### config.mk
export PLATFORM = sky130hd
export DESIGN_NAME = cpwm_dual_line
export DESIGN_NICKNAME = d
export VERILOG_FILES = /design/src/rtl/cpwm_pkg.sv /design/src/rtl/cpwm_updn_cnt.sv /design/src/rtl/cpwm_cmp_pair.sv /design/src/rtl/cpwm_deadband.sv /design/src/rtl/cpwm_line_mux.sv /design/src/rtl/cpwm_dual_line.sv
export SDC_FILE = /design/constraint.sdc
export NUM_CORES = 1
export LEC_CHECK = 0
export BUFFER_PORTS_ARGS = -buffer_cell sky130_fd_sc_hd__buf_2
export CORE_AREA = 2 2 158 160
export CTS_CLUSTER_DIAMETER = 50
export CTS_CLUSTER_SIZE = 40
export DETAILED_ROUTE_END_ITERATION = 8
export DIE_AREA = 0 0 160 162
export PLACE_DENSITY = 0.73
export SLEW_MARGIN = 20
export SYNTH_ARGS = -nofsm -noshare
export SYNTH_HDL_FRONTEND = slang
export SYNTH_HIERARCHICAL = 1
export SYNTH_SLANG_ARGS = --single-unit
### constraint.sdc
create_clock -name clk -period 10.21 [get_ports clk]
set_clock_uncertainty 0.2 [all_clocks]
set_input_delay 0.5105 -clock clk [delete_from_list [all_inputs] [get_ports clk]]
set_output_delay 0.5105 -clock clk [all_outputs]
set_load 0.02 [all_outputs]
### src/rtl/cpwm_pkg.sv
package cpwm_pkg;
  localparam int ADDR_W  = 3;
  localparam int SEL_W   = 3;
  localparam int N_LINES = 2;
  localparam int N_CMP   = 2;

  localparam logic [ADDR_W-1:0] REG_PERIOD   = 3'd0;
  localparam logic [ADDR_W-1:0] REG_CMP0     = 3'd1;
  localparam logic [ADDR_W-1:0] REG_CMP1     = 3'd2;
  localparam logic [ADDR_W-1:0] REG_DT_TRUE  = 3'd3;
  localparam logic [ADDR_W-1:0] REG_DT_COMP  = 3'd4;
  localparam logic [ADDR_W-1:0] REG_GATE     = 3'd5;
  localparam logic [ADDR_W-1:0] REG_LINE_SEL = 3'd6;

  typedef enum logic [SEL_W-1:0] {
    SEL_LOW  = 3'd0,
    SEL_HIGH = 3'd1,
    SEL_PWM  = 3'd2,
    SEL_INV  = 3'd3,
    SEL_HIZ  = 3'd4
  } line_sel_e;

  // bit 0 = compare-0 up ... bit 3 = compare-1 down
  typedef struct packed {
    logic cc1_dn;
    logic cc1_up;
    logic cc0_dn;
    logic cc0_up;
  } hit_gate_t;
endpackage

### src/rtl/cpwm_updn_cnt.sv
module cpwm_updn_cnt #(
  parameter int CNT_W = 16
) (
  input  logic             clk,
  input  logic             rst,
  input  logic [CNT_W-1:0] top_val,
  output logic [CNT_W-1:0] cnt_q,
  output logic             up_q,
  output logic             at_zero
);
  localparam logic [CNT_W-1:0] ONE = CNT_W'(1);

  assign at_zero = (cnt_q == '0);

  always_ff @(posedge clk) begin
    if (rst) begin
      cnt_q <= '0;
      up_q  <= 1'b0;
    end else if (at_zero) begin
      up_q  <= 1'b1;
      cnt_q <= (top_val == '0) ? '0 : ONE;
    end else if (up_q && (cnt_q < top_val)) begin
      cnt_q <= cnt_q + ONE;
    end else begin
      up_q  <= 1'b0;
      cnt_q <= cnt_q - ONE;
    end
  end
endmodule

### src/rtl/cpwm_cmp_pair.sv
module cpwm_cmp_pair
  import cpwm_pkg::*;
#(
  parameter int CNT_W = 16
) (
  input  logic                        clk,
  input  logic                        rst,
  input  logic [CNT_W-1:0]            cnt,
  input  logic                        up,
  input  logic [N_CMP-1:0][CNT_W-1:0] cmp,
  input  logic [2*N_CMP-1:0]          gate,
  output logic [N_CMP-1:0]            hit_q,
  output logic                        raw_q
);
  logic [N_CMP-1:0] hit;

  for (genvar i = 0; i < N_CMP; i++) begin : g_ch
    logic allow;
    assign allow  = up ? gate[2*i] : gate[2*i+1];
    assign hit[i] = allow && (cnt == cmp[i]);
  end

  always_ff @(posedge clk) begin
    if (rst) begin
      hit_q <= '0;
      raw_q <= 1'b0;
    end else begin
      hit_q <= hit;
      if (hit[1])      raw_q <= 1'b0;
      else if (hit[0]) raw_q <= 1'b1;
    end
  end
endmodule

### src/rtl/cpwm_deadband.sv
module cpwm_deadband #(
  parameter int DT_W = 16
) (
  input  logic            clk,
  input  logic            rst,
  input  logic            lvl_in,
  input  logic [DT_W-1:0] dt,
  output logic            lvl_out
);
  localparam logic [DT_W-1:0] ONE = DT_W'(1);

  logic [DT_W-1:0] run_q;
  logic            armed_q;
  logic            expire;

  assign expire  = ({1'b0, run_q} + {1'b0, ONE}) >= {1'b0, dt};
  assign lvl_out = lvl_in & ((dt == '0) | armed_q);

  always_ff @(posedge clk) begin
    if (rst || !lvl_in) begin
      run_q   <= '0;
      armed_q <= 1'b0;
    end else if (!armed_q) begin
      if (expire) armed_q <= 1'b1;
      else        run_q   <= run_q + ONE;
    end
  end
endmodule

### src/rtl/cpwm_line_mux.sv
module cpwm_line_mux
  import cpwm_pkg::*;
(
  input  logic             clk,
  input  logic             rst,
  input  logic [SEL_W-1:0] sel,
  input  logic             pwm,
  output logic             line_q,
  output logic             oe_q
);
  logic lvl, drv;

  always_comb begin
    lvl = 1'b0;
    drv = 1'b1;
    case (sel)
      SEL_LOW:  lvl = 1'b0;
      SEL_HIGH: lvl = 1'b1;
      SEL_PWM:  lvl = pwm;
      SEL_INV:  lvl = ~pwm;
      default:  drv = 1'b0;
    endcase
  end

  always_ff @(posedge clk) begin
    if (rst) begin
      line_q <= 1'b0;
      oe_q   <= 1'b1;
    end else begin
      line_q <= lvl;
      oe_q   <= drv;
    end
  end
endmodule

### src/rtl/cpwm_dual_line.sv
module cpwm_dual_line
  import cpwm_pkg::*;
#(
  parameter int CNT_W = 16,
  parameter int DT_W  = 16
) (
  input  logic              clk,
  input  logic              rst,
  input  logic              wr_en,
  input  logic [ADDR_W-1:0] wr_addr,
  input  logic [CNT_W-1:0]  wr_data,
  input  logic              switch_evt,
  output logic              line_t_o,
  output logic              line_t_oe,
  output logic              line_c_o,
  output logic              line_c_oe,
  output logic              cc0_hit_o,
  output logic              cc1_hit_o
);
  logic [CNT_W-1:0]                per_buf, per_act, top_val;
  logic [N_CMP-1:0][CNT_W-1:0]     cmp_buf, cmp_act;
  logic [N_LINES-1:0][SEL_W-1:0]   sel_buf, sel_act;
  logic [N_LINES-1:0][DT_W-1:0]    dt_q;
  hit_gate_t                       gate_q;
  logic                            pend_q, reload;
  logic [CNT_W-1:0]                cnt_q;
  logic                            up_q, at_zero, raw_q;
  logic [N_CMP-1:0]                hit_q;
  logic [N_LINES-1:0]              line_q, oe_q;

  assign reload  = at_zero & (pend_q | switch_evt);
  assign top_val = reload ? per_buf : per_act;

  always_ff @(posedge clk) begin
    if (rst) begin
      per_buf <= '0;
      per_act <= '0;
      cmp_buf <= '0;
      cmp_act <= '0;
      sel_buf <= '0;
      sel_act <= '0;
      dt_q    <= '0;
      gate_q  <= '0;
      pend_q  <= 1'b0;
    end else begin
      if (wr_en) begin
        case (wr_addr)
          REG_PERIOD:   per_buf    <= wr_data;
          REG_CMP0:     cmp_buf[0] <= wr_data;
          REG_CMP1:     cmp_buf[1] <= wr_data;
          REG_DT_TRUE:  dt_q[0]    <= wr_data[DT_W-1:0];
          REG_DT_COMP:  dt_q[1]    <= wr_data[DT_W-1:0];
          REG_GATE:     gate_q     <= hit_gate_t'(wr_data[3:0]);
          REG_LINE_SEL: begin
            sel_buf[0] <= wr_data[SEL_W-1:0];
            sel_buf[1] <= wr_data[2*SEL_W-1:SEL_W];
          end
          default: ;
        endcase
      end
      if (reload) begin
        per_act <= per_buf;
        cmp_act <= cmp_buf;
        sel_act <= sel_buf;
        pend_q  <= 1'b0;
      end else if (switch_evt) begin
        pend_q  <= 1'b1;
      end
    end
  end

  cpwm_updn_cnt #(.CNT_W(CNT_W)) u_cnt (
    .clk     (clk),
    .rst     (rst),
    .top_val (top_val),
    .cnt_q   (cnt_q),
    .up_q    (up_q),
    .at_zero (at_zero)
  );

  cpwm_cmp_pair #(.CNT_W(CNT_W)) u_cmp (
    .clk   (clk),
    .rst   (rst),
    .cnt   (cnt_q),
    .up    (up_q),
    .cmp   (cmp_act),
    .gate  (gate_q),
    .hit_q (hit_q),
    .raw_q (raw_q)
  );

  for (genvar g = 0; g < N_LINES; g++) begin : g_line
    logic src, pwm;
    if (g == 0) begin : g_true
      assign src = raw_q;
    end else begin : g_comp
      assign src = ~raw_q;
    end

    cpwm_deadband #(.DT_W(DT_W)) u_db (
      .clk     (clk),
      .rst     (rst),
      .lvl_in  (src),
      .dt      (dt_q[g]),
      .lvl_out (pwm)
    );

    cpwm_line_mux u_mux (
      .clk    (clk),
      .rst    (rst),
      .sel    (sel_act[g]),
      .pwm    (pwm),
      .line_q (line_q[g]),
      .oe_q   (oe_q[g])
    );
  end

  assign line_t_o  = line_q[0];
  assign line_t_oe = oe_q[0];
  assign line_c_o  = line_q[1];
  assign line_c_oe = oe_q[1];
  assign cc0_hit_o = hit_q[0];
  assign cc1_hit_o = hit_q[1];
endmodule

==> impl_results.md <==
- CTS tree: yes
- DR DRC count: 0
- Register area share after synthesis: 37.0%
- Final TNS setup: 0 ns
- RSZ-0062 raised after global routing: false
- WHS: 0.100 ns
- Post-CTS Setup Bufs: 0
- Synth unique cells: 74
- Nets: 1240
- Post-route setup slack: 4.17 ns
- Maximum vdd drop: 0.0939 mV
- Root buf cell: clkbuf_16
- Core ar.: 24100 um2
- CTS H-tree depth: 1
- PostCTS Resize Cnt: 0
- Top FF cell, synth: dfxtp_1
- Fill cell count: 2290
- PwrDens: 187 nW/um2
- Final ANT Viol Nets: 0
- Final Hold Viols: 0
- Largest net degree at the start of global routing: 97
- EDFF count, synth: 0
- Finished Layout Cells: 1490
- Ports: 29
- Cells after synthesis: 1147
- Status: finished, final reports clean
- Die Height: 162 um
- Register bit count reported by yosys: 203
- First-pass GRT wire length: 40900 um
- Dpl ws: 4.29 ns
- Initial antenna violation count: 0
- Worst Max-Slew Pin Slew: 1.13 ns
- Longest Clk Path Bufs: 3
- Max FO, Critical Path: 46
- Layout cells sized above 1: 10.1%
- Clock latency on the worst-skew pair: 0.52 ns
- Final setup fails: 0
- Achievable Freq: 166 MHz
- Routed WL: 25300 um
- Post-CTS Hold Buffers: 0
- Reg clk slew, reported paths: 0.07 ns
- Worst min path class: in2reg
- Wire per inst: 16.9 um
- Max-cap violations: 0
- Fin. max-slew vios: 0
- Placer Congestion: 0.877
- Via count: 8189
- Dpl cells: 1452
- Crit end category: register
- Die width: 160 um
- Number of global-route vias before repair: 7995
- Netlist Area Pre-Place: 11000 um2
- GRT Resource Usage Total: 19.1%
- Synth Warn #: 6
- Hpwl dp: 17900 um
- Async SR Flop Fraction: 0%
- WP data required: 10.40 ns
- Crit path arrival time: 6.23 ns
- P_leak: 5.12 nW
- CP Launch Type: register
- Mean Syn Cell Area: 9.59 um2
- Port-buffer cells: 28
- Area grow syn2layout: 9.84%
- Num CTS Buffers: 22
- Rows: 57
- DRT Pass-1 Iters: 5
- Die area: 25900 um2
- Fin crit share: 59.1%
- WS Path Type: reg2reg
- 1st-iter DRT viols: 576
- Clock sink count: 203
- Fin crit period: 6.04 ns
- Slew headroom: 24.4%
- Starting density of the core: 45.6%
- GRT overflow: 0
- Drt via density: 5.50
- Diode count: 0
- Syn_nets: 1234
==> final timing paths <==
kind / start / to / slack, ns / depth (start not counted)
max: u_cnt/cnt_q[0]$_SDFF_PP0_ / u_cnt/cnt_q[15]$_SDFF_PP0_ / 4.17 / 19
min: switch_evt / pend_q$_SDFFE_PP0P_ / 0.10 / 3
max reg2reg: u_cnt/cnt_q[0]$_SDFF_PP0_ / u_cnt/cnt_q[15]$_SDFF_PP0_ / 4.17 / 19
min reg2reg: sel_act[2]$_SDFFE_PP0P_ / g_line[0].u_mux/oe_q$_SDFF_PP1_ / 0.27 / 1
==> cells by family after synthesis <==
group                      after synthesis  share of synthesized area, %
xor gates and xnor gates                68                          5.42
adders and majority gates               64                          7.35
and+or+nand+nor                        393                          21.7
buffers and inverters                  110                          4.43
muxes                                  162                          14.9
DFF                                    203                          37.0
AOI/OAI and AO/OA                      147                          9.22
==> cells in the final DEF, fill, tap and decap left out, types with 8 or more instances in the layout <==
cell type  Yosys  layout
a21o_1        10      10
a21oi_1       42      42
and3_1         8       8
buf_2         16      27
clkbuf_16      0      23
dfxtp_1      203     203
ha_1          63      63
inv_1         57      57
mux2_2        16      16
mux2i_1      146     146
nand2_1       33      33
nand2b_1     167     167
nand3_1       18      18
nand4_1       25      25
nor2_1        40      40
nor3_1        17      17
nor4_1        23      23
o21ai_0       20      20
o31ai_1       15      15
or4_1         15      15
xnor2_1       46      46
xor2_1        22      22
==> synthesized netlist by cell type (5+ instances only) <==
library cell	n	area [um2]
a21oi_1	42	210
a31o_2	6	52.6
buf_4	5	37.5
nand2_1	33	124
nor3_1	17	85.1
mux2i_1	146	1460
inv_1	57	214
clkbuf_1	25	93.8
xnor2_1	46	403
and3_1	8	50.1
nand3_1	18	90.1
nor4_1	23	144
ha_1	63	788
xor2_1	22	193
nor2b_1	7	43.8
nor3b_1	5	37.5
a31oi_1	6	37.5
a21o_1	10	75.1
mux2_2	16	180
nand4_1	25	156
dfxtp_1	203	4060
buf_2	16	80.1
a211oi_1	5	37.5
nor2_1	40	150
or4_1	15	113
o21ai_0	20	100
nand2b_1	167	1040
o31ai_1	15	113
o21a_1	6	45.0
==> where the power goes <==
group | internal [mW] | leakage, nW | switching (mW) | total [mW]
sequential | 0.829 | 1.64 | 0.0573 | 0.886
clock | 0.430 | 0.352 | 0.368 | 0.798
combinational | 0.249 | 3.13 | 0.322 | 0.570
total | 1.51 | 5.12 | 0.747 | 2.25
==> area by class of cell <==
type	instances	area, um2	area share, %
Clock buffer	23	576	4.77
Timing Repair Buffer	35	199	1.65
Tap cell	324	405	3.36
Inverter	57	214	1.77
Multi-Input combinational cell	834	6460	53.5
Clock inverter	14	155	1.28
Sequential cell	203	4060	33.6
==> worst max-delay path, cell delays in order (launching register included) <==
cell and delay (ns):
dfxtp_1 0.51, nor4_1 0.11, nand4_1 0.23, inv_1 0.15, o21ai_4 0.24, buf_4 0.70
mux2_2 0.43, inv_1 0.07, ha_1 0.24, a211oi_1 0.32, nor4_1 0.11, a311oi_2 0.32
nand2_1 0.46, ha_1 0.51, a21oi_1 0.18, nand2_1 0.10, o211a_1 0.28, o31ai_1 0.40
o211ai_1 0.16, nor3b_2 0.17
==> metal layers <==
metal / global-route usage (%) / vias to the layer above / wire length [um]
met5: 0 / - / 0
met1: 27.2 / 3940 / 12600
met4: 4.71 / 0 / 458
met3: 2.22 / 39 / 836
li1: - / 4073 / -
met2: 31.1 / 137 / 11300
==> state kept, by name (all words and copies together) (netlist names) <==
name and cells:
u_cnt/up_q 1, u_cmp/raw_q 1, pend_q 1, cmp_act 32
u_cmp/hit_q 2, g_line.u_db/armed_q 2, sel_buf 6, gate_q 4
cmp_buf 32, per_buf 16, dt_q 32, per_act 16
u_cnt/cnt_q 16, g_line.u_mux/oe_q 2, sel_act 6, g_line.u_mux/line_q 2
g_line.u_db/run_q 32
==> metrics by stage <==
stage	util, %	power (mW)	area (um2)
finish	50.1	2.25	12100
global route	50.1	2.37	12100
CTS	50.1	2.26	12100
detailed placement	47.0	1.46	11300
global placement	47.0	1.46	11300
floorplan	-	1.34	11000
Power figures use the tool's default switching activity.
